### src/rtl/pwm_tmr_pkg.sv
package pwm_tmr_pkg;

   typedef enum logic [1:0] {
      CM_EDGE      = 2'b00,
      CM_FLAG_DN   = 2'b01,
      CM_FLAG_UP   = 2'b10,
      CM_FLAG_BOTH = 2'b11
   } cmode_e;

   // Does a match at the current slope raise the flag under this select code?
   function automatic logic slope_qualifies(input logic [1:0] cms, input logic down);
      logic q;
      unique case (cms)
         CM_EDGE:      q = 1'b1;
         CM_FLAG_DN:   q = down;
         CM_FLAG_UP:   q = ~down;
         default:      q = 1'b1;
      endcase
      return q;
   endfunction

endpackage

### src/rtl/pwm_tmr_shadow.sv
module pwm_tmr_shadow #(
   parameter int unsigned CNT_W   = 16,
   parameter bit          PRELOAD = 1'b1
) (
   input  logic             clk,
   input  logic             rst_n,
   input  logic             load,
   input  logic [CNT_W-1:0] arr_in,
   input  logic [CNT_W-1:0] cmp_in,
   input  logic [1:0]       cms_in,
   output logic [CNT_W-1:0] arr_s,
   output logic [CNT_W-1:0] cmp_s,
   output logic [1:0]       cms_s
);

   generate
      if (PRELOAD) begin : g_buffered
         logic [CNT_W-1:0] arr_q;
         logic [CNT_W-1:0] cmp_q;
         logic [1:0]       cms_q;

         always_ff @(posedge clk) begin
            if (!rst_n) begin
               arr_q <= '0;
               cmp_q <= '0;
               cms_q <= '0;
            end else if (load) begin
               arr_q <= arr_in;
               cmp_q <= cmp_in;
               cms_q <= cms_in;
            end
         end

         assign arr_s = arr_q;
         assign cmp_s = cmp_q;
         assign cms_s = cms_q;
      end else begin : g_direct
         logic unused_ok;
         assign unused_ok = &{1'b0, clk, rst_n, load};
         assign arr_s = arr_in;
         assign cmp_s = cmp_in;
         assign cms_s = cms_in;
      end
   endgenerate

endmodule

### src/rtl/pwm_tmr_seq.sv
module pwm_tmr_seq
   import pwm_tmr_pkg::*;
#(
   parameter int unsigned CNT_W = 16
) (
   input  logic             clk,
   input  logic             rst_n,
   input  logic             cnt_en,
   input  logic             dir_in,
   input  logic [1:0]       cms_in,
   input  logic [CNT_W-1:0] arr_in,
   input  logic [CNT_W-1:0] arr_s,
   input  logic [1:0]       cms_s,
   output logic [CNT_W-1:0] cnt_q,
   output logic             dir_q,
   output logic             load
);

   localparam logic [CNT_W-1:0] ONE  = {{(CNT_W-1){1'b0}}, 1'b1};
   localparam logic [CNT_W-1:0] ZERO = '0;

   logic [CNT_W-1:0] cnt_n;
   logic             dir_hw;
   logic             upd;
   logic             dir_d;

   always_comb begin
      cnt_n  = cnt_q;
      dir_hw = dir_q;
      upd    = 1'b0;
      if (cnt_en) begin
         if (cms_s == CM_EDGE) begin
            if (!dir_q) begin
               if (cnt_q >= arr_s) begin
                  cnt_n = ZERO;
                  upd   = 1'b1;
               end else begin
                  cnt_n = cnt_q + ONE;
               end
            end else begin
               if (cnt_q == ZERO) begin
                  cnt_n = arr_in;
                  upd   = 1'b1;
               end else begin
                  cnt_n = cnt_q - ONE;
               end
            end
         end else begin
            if (!dir_q) begin
               if (cnt_q >= arr_s) begin
                  if (arr_s == ZERO) begin
                     cnt_n = ZERO;
                     upd   = 1'b1;
                  end else begin
                     cnt_n  = arr_s - ONE;
                     dir_hw = 1'b1;
                  end
               end else begin
                  cnt_n = cnt_q + ONE;
               end
            end else begin
               if (cnt_q == ZERO) begin
                  cnt_n = (arr_in == ZERO) ? ZERO : ONE;
                  upd   = 1'b1;
               end else begin
                  cnt_n = cnt_q - ONE;
               end
            end
         end
      end
   end

   assign load  = ~cnt_en | upd;
   assign dir_d = load ? ((cms_in == CM_EDGE) ? dir_in : 1'b0) : dir_hw;

   always_ff @(posedge clk) begin
      if (!rst_n) begin
         cnt_q <= '0;
         dir_q <= 1'b0;
      end else begin
         cnt_q <= cnt_n;
         dir_q <= dir_d;
      end
   end

endmodule

### src/rtl/pwm_tmr_cmp.sv
module pwm_tmr_cmp
   import pwm_tmr_pkg::*;
#(
   parameter int unsigned CNT_W = 16
) (
   input  logic             clk,
   input  logic             rst_n,
   input  logic             cnt_en,
   input  logic             flag_clr,
   input  logic [CNT_W-1:0] cnt,
   input  logic             down,
   input  logic [CNT_W-1:0] arr_s,
   input  logic [CNT_W-1:0] cmp_s,
   input  logic [1:0]       cms_s,
   output logic             pwm_ref,
   output logic             cmp_flag
);

   logic over_top;
   logic below;
   logic flag_set;

   assign over_top = (cmp_s > arr_s);
   assign below    = down ? (cnt <= cmp_s) : (cnt < cmp_s);
   assign pwm_ref  = over_top | below;

   assign flag_set = cnt_en & (cnt == cmp_s) & slope_qualifies(cms_s, down);

   always_ff @(posedge clk) begin
      if (!rst_n) begin
         cmp_flag <= 1'b0;
      end else if (flag_set) begin
         cmp_flag <= 1'b1;
      end else if (flag_clr) begin
         cmp_flag <= 1'b0;
      end
   end

endmodule

### src/rtl/pwm_tmr_chan.sv
module pwm_tmr_chan #(
   parameter int unsigned CNT_W   = 16,
   parameter bit          PRELOAD = 1'b1
) (
   input  logic             clk,
   input  logic             rst_n,
   input  logic             cnt_en,
   input  logic             dir_in,
   input  logic [1:0]       cms_in,
   input  logic [CNT_W-1:0] arr_in,
   input  logic [CNT_W-1:0] cmp_in,
   input  logic             flag_clr,
   output logic             pwm_ref,
   output logic [CNT_W-1:0] cnt_o,
   output logic             dir_o,
   output logic             cmp_flag
);

   generate
      if (CNT_W < 2 || CNT_W > 32) begin : g_bad_width
         $error("pwm_tmr_chan: CNT_W must lie in 2..32");
      end
   endgenerate

   logic [CNT_W-1:0] arr_s;
   logic [CNT_W-1:0] cmp_s;
   logic [1:0]       cms_s;
   logic             load;

   pwm_tmr_shadow #(.CNT_W(CNT_W), .PRELOAD(PRELOAD)) u_shadow (
      .clk    (clk),
      .rst_n  (rst_n),
      .load   (load),
      .arr_in (arr_in),
      .cmp_in (cmp_in),
      .cms_in (cms_in),
      .arr_s  (arr_s),
      .cmp_s  (cmp_s),
      .cms_s  (cms_s)
   );

   pwm_tmr_seq #(.CNT_W(CNT_W)) u_seq (
      .clk    (clk),
      .rst_n  (rst_n),
      .cnt_en (cnt_en),
      .dir_in (dir_in),
      .cms_in (cms_in),
      .arr_in (arr_in),
      .arr_s  (arr_s),
      .cms_s  (cms_s),
      .cnt_q  (cnt_o),
      .dir_q  (dir_o),
      .load   (load)
   );

   pwm_tmr_cmp #(.CNT_W(CNT_W)) u_cmp (
      .clk      (clk),
      .rst_n    (rst_n),
      .cnt_en   (cnt_en),
      .flag_clr (flag_clr),
      .cnt      (cnt_o),
      .down     (dir_o),
      .arr_s    (arr_s),
      .cmp_s    (cmp_s),
      .cms_s    (cms_s),
      .pwm_ref  (pwm_ref),
      .cmp_flag (cmp_flag)
   );

endmodule

### config.mk
export PLATFORM = sky130hd
export DESIGN_NAME = pwm_tmr_chan
export DESIGN_NICKNAME = d
export VERILOG_FILES = /design/src/rtl/pwm_tmr_pkg.sv /design/src/rtl/pwm_tmr_shadow.sv /design/src/rtl/pwm_tmr_seq.sv /design/src/rtl/pwm_tmr_cmp.sv /design/src/rtl/pwm_tmr_chan.sv
export SDC_FILE = /design/constraint.sdc
export NUM_CORES = 1
export LEC_CHECK = 0
export BUFFER_PORTS_ARGS = -buffer_cell sky130_fd_sc_hd__buf_2
export CORE_MARGIN = 2
export CORE_UTILIZATION = 60
export DETAILED_ROUTE_END_ITERATION = 8
export MAX_ROUTING_LAYER = met4
export PLACE_DENSITY = 0.82
export SETUP_SLACK_MARGIN = 0.5
export SLEW_MARGIN = 20
export SYNTH_ARGS = -nofsm -noshare
export SYNTH_HDL_FRONTEND = slang
export SYNTH_SLANG_ARGS = --single-unit
### constraint.sdc
create_clock -name clk -period 3.85 [get_ports clk]
set_input_delay 0.9625 -clock clk [delete_from_list [all_inputs] [get_ports clk]]
set_output_delay 0.9625 -clock clk [all_outputs]
set_load 0.02 [all_outputs]
-- After elaboration in Yosys (flattened, before gate mapping)
Index checks and enable logic that the tools add are counted.
- shift operators: 0
- add/sub/neg operators: 3
- $mul: 0
- reductions and logical operators: 8
- equality and inequality tests: 4
- bitwise logic cells: 6
- magnitude comparators: 4
- multiplexer cells: 28
- div/mod/pow operators: 0
- operators by type and width (operator ; number):
    $mux 16 ; 8
    $logic_not 16->1 ; 3
    $sub 16x1->16 const B ; 2
    $mux 1 ; 19
    $add 16x1->16 const B ; 1
    $eq 16x16->1 ; 1
    $ge 16x16->1 ; 1
    $gt 16x16->1 ; 1
    $le 16x16->1 ; 1
    $lt 16x16->1 ; 1
    $logic_not 2->1 ; 2
    $reduce_bool 2->1 ; 2
    $and 1x1->1 ; 2
    $eq 2x1->1 const B ; 1
    $eq 2x2->1 const B ; 1
    $ne 2x1->1 const B ; 1
    $not 1->1 ; 2
    $or 1x1->1 ; 2
    $pmux 1 s2 ; 1
    $reduce_and 2->1 ; 1
- output and inout port bits: 19
- register bits: 52
- memories kept: 0
- bits in writable memories: 0
- bits of input ports: 39
- word-level logic and storage cells: 59
- memory bits (read-only): 0
- latch bits: 0

-- Logic depth before layout (Yosys ltp)
- word-level depth: 9
- depth in mapped cells: 11
- gate-level depth less buffers: 8

-- Modules after synthesis
From an unflattened synthesis, not the netlist that was laid out.
- cell total of the unflattened synthesis: 559
- area total of the unflattened synthesis: 4606.9 µm²
- by module, submodules not included (module ; cells each ; area an instance (µm²) ; times used):
    pwm_tmr_seq ; 330 ; 2399.8 ; 1
    pwm_tmr_shadow ; 109 ; 1316.3 ; 1
    pwm_tmr_cmp ; 120 ; 890.9 ; 1

-- Least setup slack after synthesis
OpenSTA, ideal clock, no wires.
- path type: flip-flop to flip-flop
- start point: register u_seq.cnt_q[0]
- end point: register u_shadow.g_buffered.arr_q[10] (netlist: u_shadow.arr_s[10])
- arrival time: 3.058 ns
- path slack: 0.720 ns
- stages on the path, launching flop included: 12
- required time: 3.778 ns
- setup time: 0.072 ns
- cells stage by stage: dfxtp_1 -> clkbuf_1 -> inv_1 -> ha_1 -> nand2b_1 -> a2111o_1 -> a31o_1 -> or3_4 -> a311oi_2 -> buf_6 -> buf_12 -> mux2i_1
- cells in the longest elaborated chain, start to end: 6
- elaborated cells on any way between the ends: 10
- classes of those cells: 1 x order compare; 7 x mux; 1 x bitwise; 1 x reduce/logical
- ends and longest elaborated chain (what ; line ; source):
    from (decl) ; pwm_tmr_seq.sv:14 ; output logic [CNT_W-1:0] cnt_q,
    from (signal assigned) ; pwm_tmr_seq.sv:81 ; cnt_q <= cnt_n;
    $ge 16x16->1 / $logic_not 16->1 (equally long branches) ; n/a ;
    $mux 1 (on tied branches) ; n/a ;
    $mux 1 (on tied branches) ; pwm_tmr_seq.sv:49, pwm_tmr_seq.sv:33 ;
    $mux 1 * ; pwm_tmr_seq.sv:32 ; if (cms_s == CM_EDGE) begin
    $mux 1 * ; pwm_tmr_seq.sv:31 ; if (cnt_en) begin
    $or 1x1->1 * ; pwm_tmr_seq.sv:73 ; assign load = ~cnt_en | upd;
    to (signal assigned) ; pwm_tmr_shadow.sv:28 ; arr_q <= arr_in;
    to (decl) ; pwm_tmr_shadow.sv:18 ; logic [CNT_W-1:0] arr_q;
Every way passes the cells marked *; elsewhere a longest branch is shown, timed or not.
A chain may end at the register's enable or synchronous reset.

-- Worst setup path in the final report
- start point: register u_shadow.g_buffered.arr_q[9] (netlist: u_shadow.arr_s[9])
- end point: output port pwm_ref
- cells in the longest elaborated chain, start to end: 2
- ends and longest elaborated chain (what ; line ; source):
    $gt 16x16->1 ; pwm_tmr_cmp.sv:23 ; assign over_top = (cmp_s > arr_s);
    $or 1x1->1 ; pwm_tmr_cmp.sv:25 ; assign pwm_ref = over_top | below;
    to (decl) ; pwm_tmr_chan.sv:13 ; output logic pwm_ref,
No other way between the ends.

==> results.md <==
- Clock latency at the later pin of the worst-skew pair: 0.32 ns
- First-pass GRT wire length: 22250 µm
- Max-slew headroom: 43.20%
- Post-route DRC: 0
- Nets: 741
- Post-place setup slack: 0.5647 ns
- Synthesis warning total: 0
- Reg clk slew, reported paths: 0.10 ns
- Post-Syn Area: 4679 µm²
- RSZ-0062 raised after global routing: false
- Worst-path fanout max: 4
- Logic gate share of total power: 52.7%
- Via count: 4728
- Slowest-stage cell, CP: or4_1
- Switching Fraction: 44.46%
- Seq cells post-synth: 52
- Worst setup path class: register to output pin
- Slowest stage delay, CP: 0.57 ns
- Vert. Die Dim: 92.31 µm
- Crit share post-route: 85.40%
- Die ar.: 8521 µm²
- Core box area: 7647 µm²
- Worst path bufs/invs: 2
- Least-Margin Pin Slew: 0.8520 ns
- CTS buffer count: 5
- Asr flop ratio synth: 0%
- Setup TNS: 0 ns
- Setup crit end kind: output pin
- Clock Sinks: 52
- Startpoint Class: register
- Sw power: 1.005 mW
- Per-cell routed wire length: 18.72 µm
- Synth Instances: 604
- Clock Power Share: 15.3%
- Vias/cell: 6.304
- HP Class: register to register
- Slew Viols, Final: 0
- Row count: 32
- 1st-iter DRT viols: 393
- TritonCTS clock tree: yes
- Antenna fix cells: 0
- Seq pwr share: 32.0%
- Clock buffer depth: 2
- Final count of hold timing violations: 0
- Tot GR Track Use: 33.83%
- Hold_sp: u_shadow.cmp_s[5]
- CP cell instances: inv_1 -> ha_1 -> nand4_1 -> or4_1 -> o21ai_1 -> o211ai_1 -> buf_4
- Clock Root Buffer: clkbuf_8
- Run status: finished, final reports clean
- FF-to-FF Start: u_seq.cnt_q[13]
- EDFF count, synth: 0
- Maximum level of the CTS H-tree: 2
- Port Buffers: 57
- Main flop type after synthesis: dfxtp_1
- Die width: 92.31 µm
- Total of max-cap violations: 0
- Synth area leader: dfxtp_1
- Largest net degree at the start of global routing: 51
- Fmax: 304.1 MHz
- Layout Area Growth over Synthesis: 10.78%
- Crit path setup slack, layout: 0.5621 ns
- Netlist cell types: 59
- Final Critical Period: 3.288 ns
- Final WL: 14040 µm
- Power Density: 436.1 nW/µm²
- Hold Buf Count CTS: 0
- Worst-case clock skew: 0.005489 ns
- Ranking of synthesized cells by area: dfxtp_1 22%, ha_1 15%, mux2i_1 9.4%, nand2_1 7.8%, xnor2_1 5.2%
- Leakage: 2.230 nW
- Routability cong.: 1.020
- Peak VDD IR: 0.2414 mV
- Share of post-route cells with drive strength above 1: 15.90%
- Boundary pin count: 58
- Crit. Startpoint: u_shadow.arr_s[9]
- Commonest non-fill, non-tap cell in the layout: nand2_1
- Syn_area_per_cell: 7.747 µm²
- Design Power: 2.260 mW
- Drt first pass iters: 6
- Most frequent cells in the layout: 97 x nand2_1, 56 x buf_2, 55 x ha_1, 44 x mux2i_1, 40 x dfxtp_1
- Syn_nets: 698
- Critical Path RT: 2.89 ns
- Vias in the first global route: 4352
- Initial Util: 61.19%
- Dpl hpwl: 10740 µm
- Antenna violations before repair: 0
- Critical path arrival: 2.33 ns
- Cell Int Power: 1.255 mW
- Seq/Total Area, Yosys: 22.25%
- Yosys top cell area share: 22.25%
- Grt ovf: 0
- Delay-heaviest family, CP: simple AND/OR/NAND/NOR gates
- Finish-stage setup viols: 0
- Post-route ant nets: 0
==> worst paths after layout <==
check / endpoint / slack [ns] / depth (start not counted)
min: u_shadow.cmp_s[5] / 0.49 / 2
max reg2reg: u_shadow.cmp_s[4] / 0.74 / 8
min reg2reg: u_shadow.cmp_s[5] / 0.49 / 2
max: pwm_ref / 0.56 / 7
==> synthesized netlist by cell type (4+ instances only) <==
library cell and number:
nor2b_1 8, a221oi_1 7, a211oi_1 6, nand4_1 21
o21ai_0 29, nor3_1 17, and3_1 5, a21oi_1 27
inv_1 40, xor2_1 5, nor4_1 14, nand2_1 97
a31oi_1 6, clkbuf_1 32, mux2i_1 44, ha_1 55
nor2_1 29, dfxtp_1 52, nand3_1 18, xnor2_1 28
o211ai_1 4
==> per-stage QoR <==
| step | util, % | hold WS, ns | area, µm² | std cells |
|---|---|---|---|---|
| after CTS | 67.06 | 0.4916 | 5129 | 747 |
| after global routing | 67.78 | 0.5133 | 5184 | 750 |
| after floorplan | - | 0.4510 | 4679 | 604 |
| final | 67.78 | 0.4913 | 5184 | 750 |
| after global placement | 65.64 | 0.4679 | 5020 | 739 |
| after detailed placement | 65.64 | 0.4780 | 5020 | 739 |
==> layout make-up <==
class	count	area [µm²]
Multi-Input combinational cell	473	3319
Fill cell	650	2464
Sequential cell	52	1061
Timing Repair Buffer	74	427.9
Inverter	41	153.9
Tap cell	102	127.6
Clock buffer	7	86.33
Clock inverter	1	7.507
==> power groups by stage <==
stage               Sequential [mW]  Combinational, mW  Clock [mW]
detailed placement            0.733               1.13           0
floorplan                     0.707              0.855           0
global route                  0.732               1.31       0.374
CTS                           0.721               1.14       0.347
finish                        0.723               1.19       0.346
global placement              0.727               1.10           0
==> worst min-delay path: cells and delay by family (launching register included) <==
family | cells | cell delay, ns
flops | 1 | 0.34
simple gates | 1 | 0.06
mux | 1 | 0.06
==> cells by family after synthesis <==
| family | after synthesis | share of synthesized area (%) |
|---|---|---|
| AND/OR/NAND/NOR | 227 | 23.48 |
| AO/OA/AOI/OAI | 114 | 16.39 |
| buffers and inverters | 79 | 7.594 |
| adder cells (fa/ha/maj) | 55 | 14.71 |
| flip-flops | 52 | 22.25 |
| multiplexers | 44 | 9.412 |
| XOR/XNOR | 33 | 6.177 |
==> layer usage <==
metal / vias to the layer above / global-route usage (%) / routed length [µm]
li1: 2267 / - / -
met1: 2195 / 43.54 / 5968
met2: 226 / 53.10 / 6456
met3: 40 / 6.021 / 1132
met4: 0 / 13.06 / 486
met5: - / - / 0
==> state kept, by name (all words and copies together) (netlist names) <==
signal          count
u_seq.dir_q         1
u_shadow.arr_s     16
u_shadow.cmp_s     16
u_shadow.cms_s      2
u_seq.cnt_q        16
u_cmp.cmp_flag      1
==> timing repair <==
action | CTS | global route
pin swaps | 1 | 3
endpoints found under the setup margin | 1 | 35
gates resized for setup | 3 | 18
gates cloned | 0 | 0
setup buffers | 0 | 3
(Power assumes the default switching activity.)
